## config.mk

```make
export PLATFORM = sky130hd
export DESIGN_NAME = fa_lru_cache
export DESIGN_NICKNAME = d
export VERILOG_FILES = /design/src/rtl/fa_cache_pkg.sv /design/src/rtl/fa_tag_match.sv /design/src/rtl/fa_lru_rank.sv /design/src/rtl/fa_data_store.sv /design/src/rtl/fa_lru_cache.sv
export SDC_FILE = /design/constraint.sdc
export NUM_CORES = 1
export LEC_CHECK = 0
export BUFFER_PORTS_ARGS = -buffer_cell sky130_fd_sc_hd__buf_2
export CELL_PAD_IN_SITES_DETAIL_PLACEMENT = 1
export CELL_PAD_IN_SITES_GLOBAL_PLACEMENT = 1
export CORE_AREA = 5 5 165 167
export CTS_CLUSTER_DIAMETER = 40
export CTS_CLUSTER_SIZE = 40
export DETAILED_ROUTE_END_ITERATION = 8
export DIE_AREA = 0 0 170 172
export PLACE_DENSITY_LB_ADDON = 0.1
export SLEW_MARGIN = 10
export SYNTH_ARGS = -nofsm -noshare
export SYNTH_HDL_FRONTEND = slang
export SYNTH_HIERARCHICAL = 1
export SYNTH_SLANG_ARGS = --single-unit
```

## constraint.sdc

```tcl
create_clock -name clk -period 7.4 [get_ports clk]
set_input_delay 0.37 -clock clk [delete_from_list [all_inputs] [get_ports clk]]
set_output_delay 0.37 -clock clk [all_outputs]
set_load 0.01 [all_outputs]
```

## src/rtl/fa_cache_pkg.sv

```systemverilog
package fa_cache_pkg;

    typedef enum logic [1:0] {
        ST_LOOKUP = 2'd0,
        ST_FETCH  = 2'd1,
        ST_REPLY  = 2'd2
    } fsm_state_e;

endpackage

```

## src/rtl/fa_tag_match.sv

```systemverilog
module fa_tag_match #(
    parameter int NUM_ENTRIES = 4,
    parameter int TAG_W       = 30,
    parameter int IDX_W       = 2
) (
    input  logic                   clk,
    input  logic                   rst,
    input  logic [TAG_W-1:0]       lookup_tag,
    input  logic                   install_en,
    input  logic [IDX_W-1:0]       install_idx,
    input  logic [TAG_W-1:0]       install_tag,
    output logic [NUM_ENTRIES-1:0] hit_vec,
    output logic                   hit_any,
    output logic [IDX_W-1:0]       hit_idx,
    output logic [NUM_ENTRIES-1:0] valid_vec
);

    logic [NUM_ENTRIES-1:0] valid_q;
    logic [TAG_W-1:0]       tag_q [NUM_ENTRIES];

    // one storage slot and one comparator per entry
    for (genvar e = 0; e < NUM_ENTRIES; e++) begin : g_entry
        always_ff @(posedge clk) begin
            if (rst) begin
                valid_q[e] <= 1'b0;
                tag_q[e]   <= '0;
            end else if (install_en && install_idx == IDX_W'(e)) begin
                valid_q[e] <= 1'b1;
                tag_q[e]   <= install_tag;
            end
        end

        assign hit_vec[e] = valid_q[e] && (tag_q[e] == lookup_tag);
    end

    assign hit_any   = |hit_vec;
    assign valid_vec = valid_q;

    // encode the matching entry number
    always_comb begin
        hit_idx = '0;
        for (int e = 0; e < NUM_ENTRIES; e++) begin
            if (hit_vec[e]) begin
                hit_idx = IDX_W'(e);
            end
        end
    end

endmodule

```

## src/rtl/fa_lru_rank.sv

```systemverilog
module fa_lru_rank #(
    parameter int NUM_ENTRIES = 4,
    parameter int IDX_W       = 2
) (
    input  logic                   clk,
    input  logic                   rst,
    input  logic [NUM_ENTRIES-1:0] valid_vec,
    input  logic                   touch_en,
    input  logic [IDX_W-1:0]       touch_idx,
    output logic [IDX_W-1:0]       victim_idx
);

    localparam logic [IDX_W-1:0] OLDEST = IDX_W'(NUM_ENTRIES - 1);

    // rank 0 = most recently referenced, OLDEST = least recently referenced
    logic [IDX_W-1:0] rank_q [NUM_ENTRIES];
    logic [IDX_W-1:0] touched_rank;

    always_comb begin
        touched_rank = '0;
        for (int e = 0; e < NUM_ENTRIES; e++) begin
            if (touch_idx == IDX_W'(e)) begin
                touched_rank = rank_q[e];
            end
        end
    end

    always_ff @(posedge clk) begin
        if (rst) begin
            for (int e = 0; e < NUM_ENTRIES; e++) begin
                rank_q[e] <= IDX_W'(e);
            end
        end else if (touch_en) begin
            for (int e = 0; e < NUM_ENTRIES; e++) begin
                if (touch_idx == IDX_W'(e)) begin
                    rank_q[e] <= '0;
                end else if (rank_q[e] < touched_rank) begin
                    rank_q[e] <= rank_q[e] + 1'b1;
                end
            end
        end
    end

    // lowest empty entry first, otherwise the oldest one
    always_comb begin
        logic found;
        found      = 1'b0;
        victim_idx = '0;
        for (int e = 0; e < NUM_ENTRIES; e++) begin
            if (!valid_vec[e] && !found) begin
                victim_idx = IDX_W'(e);
                found      = 1'b1;
            end
        end
        if (!found) begin
            for (int e = 0; e < NUM_ENTRIES; e++) begin
                if (rank_q[e] == OLDEST) begin
                    victim_idx = IDX_W'(e);
                end
            end
        end
    end

endmodule

```

## src/rtl/fa_data_store.sv

```systemverilog
module fa_data_store #(
    parameter int NUM_ENTRIES = 4,
    parameter int BLOCK_WORDS = 1,
    parameter int DATA_W      = 32,
    parameter int IDX_W       = 2,
    parameter int OFS_WS      = 1
) (
    input  logic              clk,
    input  logic              wr_en,
    input  logic [IDX_W-1:0]  wr_entry,
    input  logic [OFS_WS-1:0] wr_word,
    input  logic [DATA_W-1:0] wr_data,
    input  logic [IDX_W-1:0]  rd_entry,
    input  logic [OFS_WS-1:0] rd_word,
    output logic [DATA_W-1:0] rd_data
);

    logic [DATA_W-1:0] word_q [NUM_ENTRIES][BLOCK_WORDS];

    for (genvar e = 0; e < NUM_ENTRIES; e++) begin : g_ent
        for (genvar w = 0; w < BLOCK_WORDS; w++) begin : g_word
            always_ff @(posedge clk) begin
                if (wr_en && wr_entry == IDX_W'(e) && wr_word == OFS_WS'(w)) begin
                    word_q[e][w] <= wr_data;
                end
            end
        end
    end

    always_comb begin
        rd_data = '0;
        for (int e = 0; e < NUM_ENTRIES; e++) begin
            for (int w = 0; w < BLOCK_WORDS; w++) begin
                if (rd_entry == IDX_W'(e) && rd_word == OFS_WS'(w)) begin
                    rd_data = word_q[e][w];
                end
            end
        end
    end

endmodule

```

## src/rtl/fa_lru_cache.sv

```systemverilog
module fa_lru_cache
    import fa_cache_pkg::*;
#(
    parameter int ADDR_W      = 32,
    parameter int DATA_W      = 32,
    parameter int NUM_ENTRIES = 4,
    parameter int BLOCK_WORDS = 1
) (
    input  logic              clk,
    input  logic              rst,
    input  logic              req_valid,
    input  logic [ADDR_W-1:0] req_addr,
    output logic              req_ready,
    output logic              rsp_valid,
    output logic [DATA_W-1:0] rsp_data,
    output logic              mem_req,
    output logic [ADDR_W-1:0] mem_addr,
    input  logic              mem_ack,
    input  logic [DATA_W-1:0] mem_data
);

    localparam int OFS_W  = (BLOCK_WORDS > 1) ? $clog2(BLOCK_WORDS) : 0;
    localparam int OFS_WS = (OFS_W > 0) ? OFS_W : 1;
    localparam int SHIFT  = 2 + OFS_W;
    localparam int TAG_W  = ADDR_W - SHIFT;
    localparam int IDX_W  = $clog2(NUM_ENTRIES);
    localparam logic [OFS_WS-1:0] LAST_WORD = OFS_WS'(BLOCK_WORDS - 1);

    fsm_state_e state_q, state_d;

    // request address split
    logic [ADDR_W-1:0] tag_shift, word_addr;
    logic [TAG_W-1:0]  req_tag;
    logic [OFS_WS-1:0] req_off;
    logic              unused_addr_bits;

    assign tag_shift = req_addr >> SHIFT;
    assign word_addr = req_addr >> 2;
    assign req_tag   = tag_shift[TAG_W-1:0];
    assign req_off   = word_addr[OFS_WS-1:0] & LAST_WORD;
    assign unused_addr_bits = ^{tag_shift[ADDR_W-1:TAG_W], word_addr[ADDR_W-1:OFS_WS], req_addr[1:0]};

    // miss context
    logic [TAG_W-1:0]  miss_tag_q;
    logic [OFS_WS-1:0] miss_off_q;
    logic [IDX_W-1:0]  victim_q;
    logic [OFS_WS-1:0] beat_q;

    logic [NUM_ENTRIES-1:0] hit_vec, valid_vec;
    logic                   hit_any;
    logic [IDX_W-1:0]       hit_idx, victim_idx;
    logic                   miss_start, hit_serve, fill_beat, fill_done, last_beat;
    logic                   touch_en;
    logic [IDX_W-1:0]       touch_idx, rd_entry;
    logic [OFS_WS-1:0]      rd_word;
    logic [DATA_W-1:0]      rd_data;

    assign last_beat  = (beat_q == LAST_WORD);
    assign hit_serve  = (state_q == ST_LOOKUP) && req_valid && hit_any;
    assign miss_start = (state_q == ST_LOOKUP) && req_valid && !hit_any;
    assign fill_beat  = (state_q == ST_FETCH) && mem_ack;
    assign fill_done  = fill_beat && last_beat;
    assign touch_en   = hit_serve || fill_done;
    assign touch_idx  = fill_done ? victim_q : hit_idx;
    assign rd_entry   = (state_q == ST_REPLY) ? victim_q : hit_idx;
    assign rd_word    = (state_q == ST_REPLY) ? miss_off_q : req_off;

    fa_tag_match #(
        .NUM_ENTRIES(NUM_ENTRIES),
        .TAG_W      (TAG_W),
        .IDX_W      (IDX_W)
    ) u_tags (
        .clk        (clk),
        .rst        (rst),
        .lookup_tag (req_tag),
        .install_en (fill_done),
        .install_idx(victim_q),
        .install_tag(miss_tag_q),
        .hit_vec    (hit_vec),
        .hit_any    (hit_any),
        .hit_idx    (hit_idx),
        .valid_vec  (valid_vec)
    );

    fa_lru_rank #(
        .NUM_ENTRIES(NUM_ENTRIES),
        .IDX_W      (IDX_W)
    ) u_lru (
        .clk       (clk),
        .rst       (rst),
        .valid_vec (valid_vec),
        .touch_en  (touch_en),
        .touch_idx (touch_idx),
        .victim_idx(victim_idx)
    );

    fa_data_store #(
        .NUM_ENTRIES(NUM_ENTRIES),
        .BLOCK_WORDS(BLOCK_WORDS),
        .DATA_W     (DATA_W),
        .IDX_W      (IDX_W),
        .OFS_WS     (OFS_WS)
    ) u_data (
        .clk     (clk),
        .wr_en   (fill_beat),
        .wr_entry(victim_q),
        .wr_word (beat_q),
        .wr_data (mem_data),
        .rd_entry(rd_entry),
        .rd_word (rd_word),
        .rd_data (rd_data)
    );

    // state register
    always_ff @(posedge clk) begin
        if (rst) begin
            state_q <= ST_LOOKUP;
        end else begin
            state_q <= state_d;
        end
    end

    // next state
    always_comb begin
        state_d = state_q;
        unique case (state_q)
            ST_LOOKUP: if (req_valid && !hit_any) state_d = ST_FETCH;
            ST_FETCH:  if (mem_ack && last_beat)  state_d = ST_REPLY;
            ST_REPLY:  state_d = ST_LOOKUP;
            default:   state_d = ST_LOOKUP;
        endcase
    end

    // miss context registers
    always_ff @(posedge clk) begin
        if (rst) begin
            miss_tag_q <= '0;
            miss_off_q <= '0;
            victim_q   <= '0;
            beat_q     <= '0;
        end else begin
            if (miss_start) begin
                miss_tag_q <= req_tag;
                miss_off_q <= req_off;
                victim_q   <= victim_idx;
                beat_q     <= '0;
            end else if (fill_beat) begin
                beat_q <= last_beat ? '0 : beat_q + 1'b1;
            end
        end
    end

    // outputs
    always_comb begin
        req_ready = 1'b0;
        rsp_valid = 1'b0;
        mem_req   = 1'b0;
        rsp_data  = rd_data;
        mem_addr  = (ADDR_W'(miss_tag_q) << SHIFT) | (ADDR_W'(beat_q) << 2);
        unique case (state_q)
            ST_LOOKUP: begin
                req_ready = 1'b1;
                rsp_valid = req_valid && hit_any;
            end
            ST_FETCH:  mem_req   = 1'b1;
            ST_REPLY:  rsp_valid = 1'b1;
            default:   req_ready = 1'b0;
        endcase
    end

endmodule

```

==> results.md, run 1 <==
* Status: completed
* CTS tree: built
* Final hold viol count at 0
* Wire per inst at 23.3 um
* Post-CTS setup buffers at 0
* CP Data Required Time at 7.03 ns
* Hpwl dp at 21000 um
* Synth warn at 6
* Antenna violations before repair at 0
* Core area at 0.0256 mm2
* Slew Viols, Final at 0
* Root Buffer: clkbuf_16
* Post-route ant nets at 0
* Global-route wire length before repair at 51600 um
* Inserted Clock Buffers at 39
* Final core utilization at 60.5%
* GPL Wtd Cong at 0.797
* Worst-Margin Slew at 0.797 ns
* Setup ws final at 2.70 ns
* Die area at 0.0292 mm2
* Htree depth at 2
* Row cnt at 59
* Post-CTS resize count at 0
* CTS clock-pin slew for the worst setup and hold paths at 0.07 ns
* PwrDens at 259 mW/mm2
* Final instance area at 0.0155 mm2
* Final Skew at 0.0251 ns
* Final #Nets at 1151
* Fin crit share at 63.6%
* Top Ports at 135
* Initial DRC Count at 658
* Setup violators final at 0
* Most frequent cells in the layout: edfxtp_1, buf_2, mux2i_1
* Max VDD drop at 0.183 mV
* Hold buffer count at cts at 0
* Unrepaired setup endpoints after global routing: false
* Layout cells sized above 1 at 20.8%
* Clk_lat worst skew at 0.53 ns
* Max-slew headroom at 46.8%
* Drt total wl at 33500 um
* Critical Path Fanout Max at 48
* Leak Pwr at 0.00581 uW
* Vias in the first global route at 8752
* Setup TNS at 0 ns
* IO buf count at 130
* Post-synthesis cell count at 930
* Vias per inst at 5.63
* DRT Pass-1 Iters at 5
* Chip Height at 172 um
* Post-place setup slack at 3.19 ns
* Total design power at 4020 uW
* Final min period at 4.70 ns
* Setup CP Type: register to primary output
* DRC at 0
* CP Launch Type: register
* Maximum root-to-sink buffer count at 3
* Syn Area/Cell at 14.3 um2
* Commonest non-fill, non-tap cell in the layout: edfxtp_1
* Max cap viols at 0
* Total GRT Usage at 23.0%
* Clock tree sinks at 294
* Largest net degree at the start of global routing at 74
* N_diodes at 0
* Crit path capture type: primary output
* Gr ovfl total at 0
* Critical Path AT at 4.33 ns
* Placement Cell Area at 0.0142 mm2
* Vias at 8104
* Die Width at 170 um
* Starting density of the core at 51.8%
* Netlist Area Pre-Place at 0.0133 mm2
* P&R area growth vs syn at 16.8%
* Fmax at 0.213 GHz
* HP Class: input pin to register
[through the flow]
stage,std cells,hold slack [ns]
after global placement,1369,0.513
after floorplan,937,0.469
after CTS,1440,0.0272
final,1440,0.0480
after global routing,1440,0.0351
after detailed placement,1369,0.520
[layout make-up]
type                    count  area (um2)
fillers                  2471       10100
flip-flops and latches    294        8450
multi-input cells         585        4480
clock buffers              48        1060
repair buffers            148         786
well taps                 335         419
clock inverters            23         278
inverters                   7        26.3
[path summary, 6_finish.rpt]
path / startpoint / slack [ns] / endpoint / depth (start not counted)
setup / recovery: u_tags/tag_q[1][24] / 2.70 / rsp_data[10] / 10
hold / removal: mem_data[23] / 0.05 / u_data/word_q[3][23] / 1
setup reg to reg: u_tags/tag_q[1][24] / 3.15 / u_lru/rank_q[0][0] / 10
hold reg to reg: miss_tag_q[10] / 0.53 / miss_tag_q[10] / 2
[sequential cells by signal (all words and copies together), names as in the netlist]
name,cells
u_data/word_q,128
u_tags/tag_q,120
miss_tag_q,30
u_lru/rank_q,8
u_tags/valid_vec,4
state_q,2
victim_q,2
[critical path: stages, from the launching register on]
cell and delay (ns):
edfxtp_1 0.39, xnor2_1 0.37, nand4_1 0.23, nor4_1 0.46
nand4_1 0.20, o21ai_0 0.39, mux2_4 0.45, buf_4 0.69
mux2i_1 0.17, o22ai_1 0.23, buf_2 0.17
[layer usage]
| metal | routed length, um | track usage [%] | part of all wire [%] | vias to the layer above |
|---|---|---|---|---|
| li1 | - | - | - | 3733 |
| met1 | 14100 | 29.3 | 42 | 4092 |
| met2 | 17000 | 40.8 | 51 | 225 |
| met3 | 1540 | 3.54 | 4.6 | 54 |
| met4 | 872 | 7.22 | 2.6 | 0 |
| met5 | 0 | 0 | 0 | - |
[report_power, final]
part	switching (uW)	total, uW	internal, uW
clock	738	1890	1150
sequential	37.8	1880	1850
combinational	149	246	97.3
total	924	4020	3090
(Power assumes the default switching activity.)
==> run 2: changes to the inputs <==
- ABC_AREA: not set -> 1
- CORE_AREA: 5 5 165 167 -> 5 5 185 187
- DIE_AREA: 0 0 170 172 -> 0 0 190 192
- clock period: 7.4 -> 4.45 ns (I/O delays scaled with it)
==> run 2 against run 1 <==
  * Flip-flop and latch count unchanged
  * Worst setup slack lost 2.0 ns
  * Combinational power grew 150%
  * Largest cell class unchanged
  * Critical path type unchanged
  * Synthesized area increased by 8.2%
  * Total power increased by 85%
==> results.md, run 2 <==
* Status: completed
* Post-synthesis sequential area ratio at 58.8%
* Core area at 0.0323 mm2 (+26%)
* Max FFs per register at 128 (unchanged)
* Fin crit share at 85.1%
* Area leader, netlist: edfxtp_1
* HP Start: rst
* FILL cells at 3837 (+55%)
* Worst reg2reg path depth at 20 (+10)
* IO buf count at 130 (unchanged)
* Setup CP Type: register to primary output
* Starting density of the core at 44.5% (-7.3 points)
* Gr ovfl total at 0 (unchanged)
* Maximum root-to-sink buffer count at 3 (unchanged)
* Clock tree sinks at 294 (unchanged)
* Chip Height at 192 um (+12%)
* HP Class: input pin to register
* Drt total wl at 44900 um (+34%)
* Final core utilization at 54.1% (-6.5 points)
* Leak Pwr at 0.00794 uW (+37%)
* Max-slew headroom at 24.6% (-22 points)
* Fmax at 0.264 GHz
* P&R area growth vs syn at 21.6%
* Initial DRC Count at 765 (+16%)
* Post-CTS resize count at 0 (unchanged)
* Biggest regs: u_data/word_q (128), u_tags/tag_q (120), miss_tag_q (30)
* Total GRT Usage at 24.4% (+1.4 points)
* Reg2Reg Setup Slack at 1.00 ns (-2.15 ns)
* Post-route ant nets at 0 (unchanged)
* CTS clock-pin slew for the worst setup and hold paths at 0.05 ns (-0.02 ns)
* Vias at 11800 (+45%)
* Setup ws final at 0.663 ns (-2.03 ns)
* Post-synthesis cell count at 1697 (+82%)
* Unrepaired setup endpoints after global routing: false
* Crit path capture type: primary output
* Post-synth EDFFs at 256
* Worst-Margin Slew at 1.12 ns (+0.324 ns)
* Yosys top cell area share at 53.5%
* Row cnt at 66 (+12%)
* CP Launch Type: register
* Synth warn at 6 (unchanged)
* Global-route wire length before repair at 68400 um (+33%)
* #FFs+latches synth at 294
* Largest Register: u_data/word_q
* Hold path depth at 2 (+1)
* Post-synth top cells: nand2_1, inv_1, nor2_1, edfxtp_1, nand3_1
* GPL Wtd Cong at 0.891 (+12%)
* Post-CTS setup buffers at 0 (unchanged)
* Critical Path AT at 3.56 ns (-0.77 ns)
* Final #Nets at 1957 (+70%)
* PwrDens at 427 mW/mm2 (+65%)
* Final hold viol count at 0 (unchanged)
* Vias in the first global route at 12400 (+42%)
* Max cap viols at 0 (unchanged)
* Die Width at 190 um (+12%)
* Synth area leaders: edfxtp_1, nand2_1, inv_1, nor2_1, dfxtp_1
* Post-place setup slack at 0.955 ns (-2.23 ns)
* Critical R2R Launch: u_tags/tag_q[1][24]
* Largest net degree at the start of global routing at 65 (-12%)
* Root Buffer: clkbuf_16
* Inserted Clock Buffers at 48 (+23%)
* Post-synth top flop: edfxtp_1
* Hold buffer count at cts at 34 (+34)
* WHS Endpoint: state_q[1]
* Count leader, synth: nand2_1
* Clk_lat worst skew at 0.55 ns (+0.02 ns)
* CP Data Required Time at 4.23 ns (-2.80 ns)
* Final min period at 3.79 ns
* Top Ports at 135 (unchanged)
* Setup violators final at 0 (unchanged)
* Max VDD drop at 0.296 mV (+62%)
* Synth async-reset ratio at 0%
* Htree depth at 2 (unchanged)
* Critical R2R Capture: u_lru/rank_q[3][1]
* Layout cells sized above 1 at 14.9% (-6.0 points)
* Antenna violations before repair at 1 (+1)
* Post-synth cell types at 35
* Setup TNS at 0 ns (unchanged)
* Wire per inst at 19.0 um (-18%)
* Hpwl dp at 29400 um (+40%)
* Slew Viols, Final at 0 (unchanged)
* Final Skew at 0.0252 ns (+0.0000807 ns)
* Commonest non-fill, non-tap cell in the layout: nand2_1
* DRT Pass-1 Iters at 5 (unchanged)
* DRC at 0 (unchanged)
* Die area at 0.0365 mm2 (+25%)
* CTS tree: built
* Most frequent cells in the layout: nand2_1, inv_1, nor2_1
* Netlist Area Pre-Place at 0.0144 mm2 (+8.2%)
* Total design power at 7450 uW (+85%)
* Vias per inst at 4.98 (-11%)
* Syn Area/Cell at 8.46 um2 (-41%)
* Critical Path Fanout Max at 19 (-60%)
[run 2: layout make-up]
| type | instances | area [um2] | area share, % |
|---|---|---|---|
| diodes | 1 | 2.50 | 0.0143 |
| clock buffers | 54 | 1230 | 7.07 |
| clock inverters | 34 | 380 | 2.18 |
| inverters | 339 | 1270 | 7.29 |
| multi-input cells | 1020 | 4470 | 25.6 |
| flip-flops and latches | 294 | 8450 | 48.4 |
| well taps | 442 | 553 | 3.17 |
| repair buffers | 178 | 1100 | 6.28 |
[run 2: cells by family after synthesis]
group           after synthesis  synth area share (%)
buf+inv                     391                  10.6
compound gates               41                  1.54
xor+xnor                     12                 0.732
fa+ha+maj                     8                 0.697
flops                       294                  58.8
simple gates                950                  27.5
other cells                   1                0.0261
[run 2: critical path, stage by stage, from the launching register on]
cell	delay [ns]
dfxtp_1	0.41
nand2_1	0.18
nor2_1	0.14
nand2_1	0.09
nor2_1	0.17
nand2_1	0.13
nor2_4	0.13
nor2_2	0.05
inv_1	0.08
nand2_1	0.06
o21ai_1	0.39
nand3_2	0.59
nor2_1	0.32
nor2_1	0.07
nand2_1	0.07
buf_2	0.13
[run 2: through the flow]
| step | std cells | hold WS (ns) | area [um2] |
|---|---|---|---|
| global route | 2362 | 0.0226 | 17500 |
| floorplan | 1705 | 0.292 | 14400 |
| global placement | 2239 | 0.435 | 15500 |
| detailed placement | 2239 | 0.442 | 15500 |
| finish | 2362 | 0.0285 | 17500 |
| CTS | 2361 | 0.00261 | 17500 |
[run 2: layer usage]
layer  GRT usage (%)  wire length, um  up-vias
met5               0                0        -
met2            42.5            21900      303
li1                -                -     5666
met4            6.23              997        0
met3            3.96             2520       65
met1            32.0            19400     5737
[run 2: power breakdown]
group / switching [uW] / internal [uW] / total, uW
registers: 56.1 / 3080 / 3140
clock network: 1350 / 2360 / 3700
logic: 421 / 185 / 606
[run 2: worst max path at each step]
stage | start | end | slack, ns | cells after the start
detailed placement | req_addr[22] | u_lru/rank_q[3][0] | 0.96 | 23
global placement | req_addr[9] | u_lru/rank_q[3][0] | 1.02 | 23
floorplan | state_q[0] | u_data/word_q[0][0] | -0.15 | 6
CTS | u_tags/valid_vec[2] | rsp_data[29] | 0.61 | 15
finish | u_tags/valid_vec[2] | rsp_data[8] | 0.66 | 15
global route | u_tags/tag_q[1][6] | rsp_data[3] | 0.46 | 15
==> run 3: changes to the inputs <==
- MAX_ROUTING_LAYER: not set -> met4
- RECOVER_POWER: not set -> 50
- SETUP_SLACK_MARGIN: not set -> 0.5
==> run 3 against run 2 <==
  * The run now ends with capacitance limit, slew limit left
  * Clock skew decreased by 0.0062 ns
  * Largest cell class unchanged
  * Count of clock-buffer cells in the layout increased by 1
  * Combinational power decreased by 2%
  * Worst setup slack improved by 0.086 ns
  * Sequential power about the same
  * Critical path type unchanged
  * Wire length decreased by 0.57%
  * Critical endpoint is now rsp_data[20]
==> results.md, run 3 (synthesis results as in run 2) <==
* Status: finished, violations left
* Violated checks: capacitance limit, slew limit
* Critical Path AT at 3.48 ns (-0.08 ns)
* Inserted Clock Buffers at 44 (-8.3%)
* GPL Wtd Cong at 0.915 (+2.7%)
* Vias at 11800 (+0.0085%)
* HP Start: rst
* Max cap viols at 7 (+7)
* DRC at 0 (unchanged)
* Largest net degree at the start of global routing at 53 (-18%)
* Final instance area at 0.0172 mm2 (-1.5%)
* Hpwl dp at 29600 um (+0.93%)
* Maximum root-to-sink buffer count at 3 (unchanged)
* Most used cell, CP: nand2_1
* Slowest cell on the critical path: nand3_2
* Final min period at 3.70 ns (-0.0860 ns)
* Crit path capture type: primary output
* Gr ovfl total at 0 (unchanged)
* Hold path depth at 2 (unchanged)
* Critical R2R Launch: u_tags/tag_q[2][6]
* CP Data Required Time at 4.23 ns (about the same)
* FILL cells at 3883 (+1.2%)
* HP Class: input pin to register
* Setup violators final at 0 (unchanged)
* Post-place setup slack at 0.916 ns (-0.0395 ns)
* Final Skew at 0.0190 ns (-0.00622 ns)
* Worst-Margin Slew at 2.25 ns (+1.13 ns)
* Final #Nets at 1953 (-0.20%)
* Fin crit share at 83.2% (-1.9 points)
* Biggest regs: u_data/word_q (128), u_tags/tag_q (120), miss_tag_q (30)
* Fmax at 0.270 GHz (+2.3%)
* Vias per inst at 5.00 (+0.35%)
* Post-route ant nets at 0 (unchanged)
* Initial DRC Count at 721 (-5.8%)
* PwrDens at 420 mW/mm2 (-1.7%)
* Wire per inst at 19.0 um (-0.23%)
* CP max stage delay at 0.47 ns (-0.12 ns)
* Setup ws final at 0.749 ns (+0.0860 ns)
* Slew Viols, Final at 227 (+227)
* WHS Endpoint: state_q[1]
* DRT Pass-1 Iters at 5 (unchanged)
* Starting density of the core at 44.5% (unchanged)
* CTS clock-pin slew for the worst setup and hold paths at 0.05 ns (about the same)
* CTS tree: built
* Commonest non-fill, non-tap cell in the layout: nand2_1
* Antenna violations before repair at 1 (unchanged)
* Leak Pwr at 0.00769 uW (-3.2%)
* Row cnt at 66 (unchanged)
* Chip Height at 192 um (unchanged)
* Total GRT Usage at 25.1% (+0.70 points)
* Largest Register: u_data/word_q
* Placement Cell Area at 0.0155 mm2 (unchanged)
* Clk_lat worst skew at 0.52 ns (-0.03 ns)
* Post-CTS setup buffers at 0 (unchanged)
* Htree depth at 2 (unchanged)
* Drt total wl at 44600 um (-0.57%)
* Setup CP Type: register to primary output
* Root Buffer: clkbuf_16
* Top Ports at 135 (unchanged)
* Layout cells sized above 1 at 10.6% (-4.3 points)
* Total design power at 7220 uW (-3.2%)
* Unrepaired setup endpoints after global routing: false
* Crit-path cells: nand2_1, nand2_1, nor2_1, nand2_1, nor2_1, nand2_1, nor2_4, nor2_2, inv_1, nand2_1, o21ai_1, buf_4, nand3_2, nor2_1, nor2_1, nand2_1, buf_2
* P&R area growth vs syn at 19.8%
* Clock tree sinks at 294 (unchanged)
* Max VDD drop at 0.256 mV (-14%)
* Die area at 0.0365 mm2 (unchanged)
* Global-route wire length before repair at 68800 um (+0.47%)
* Worst reg2reg path depth at 21 (+5.0%)
* Critical R2R Capture: u_lru/rank_q[3][0]
* Reg2Reg Setup Slack at 0.93 ns (-0.07 ns)
* Core area at 0.0323 mm2 (unchanged)
* CP Launch Type: register
* Critical Path Fanout Max at 19 (unchanged)
* Most frequent cells in the layout: nand2_1, inv_1, nor2_1
* Final hold viol count at 0 (unchanged)
* Max-slew headroom at -50.0% (-75 points)
* Max FFs per register at 128 (unchanged)
* Die Width at 190 um (unchanged)
* IO buf count at 130 (unchanged)
* Vias in the first global route at 12500 (+0.64%)
==> run 3: changes by cell type in the layout (fill, tap and decap cells not counted), moves of 2 or more <==
cell	change
nand2_1	+4
nor4_1	+3
clkbuf_1	+69
nand2_2	-4
buf_4	-4
nor4_2	-2
clkbuf_16	-3
clkinv_2	+3
clkinvlp_4	-9
buf_2	-63
==> run 3: what timing repair did <==
action / in CTS / in global routing
gates resized for setup: 0 / 1
hold buffers: 34 / 0
hold endpoints to repair: 129 / 0
endpoints found under the setup margin: 0 / 22
==> run 3: metal layers <==
layer  vias to the layer above  part of all wire (%)  GRT usage, %
met3                        62                   4.4          3.25
met2                       268                    49          42.6
met1                      5787                    44          32.5
met5                         -                     0             -
met4                         0                   1.9          5.82
li1                       5655                     -             -
==> run 3: worst max path at each step <==
stage	to	start	depth (start not counted)	slack [ns]
floorplan	u_data/word_q[0][0]	state_q[0]	6	-0.15
global placement	u_lru/rank_q[3][0]	req_addr[9]	23	0.96
detailed placement	u_lru/rank_q[3][0]	req_addr[9]	23	0.92
CTS	rsp_data[3]	u_tags/tag_q[3][20]	20	0.69
global route	rsp_data[20]	u_tags/tag_q[2][19]	18	0.51
finish	rsp_data[20]	u_tags/tag_q[2][6]	17	0.75
==> run 3: worst max-delay path, delay by kind of cell, from the launching register on <==
family,cells,cell delay [ns]
AO/OA/AOI/OAI,1,0.10
AND/OR/NAND/NOR,13,1.90
flip-flops,1,0.39
buffers and inverters,3,0.55
==> run 3: per-stage QoR <==
stage,util (%),instances,setup TNS (ns),hold slack [ns]
finish,53.3,2354,0,0.0228
global placement,48.0,2239,0,0.435
detailed placement,48.0,2239,0,0.440
CTS,53.6,2353,0,0.00567
floorplan,-,1705,-14.17,0.292
global route,53.3,2354,0,0.0354
==> run 3: area by class of cell <==
| cell class | count | area (um2) | share of cell area (%) |
|---|---|---|---|
| antenna | 1 | 2.50 | 0.0145 |
| clock buffer | 55 | 1180 | 6.88 |
| clock inverter | 25 | 299 | 1.74 |
| inverter | 339 | 1270 | 7.40 |
| multi-input combinational | 1020 | 4430 | 25.8 |
| sequential | 294 | 8450 | 49.1 |
| tap | 442 | 553 | 3.22 |
| timing repair buffer | 178 | 1010 | 5.87 |
==> run 3: power breakdown <==
part           total, uW  internal, uW  leakage (uW)  switching (uW)
Combinational        593           174       0.00418             418
Sequential          3140          3080       0.00278            56.5
Clock               3480          2240      0.000726            1240
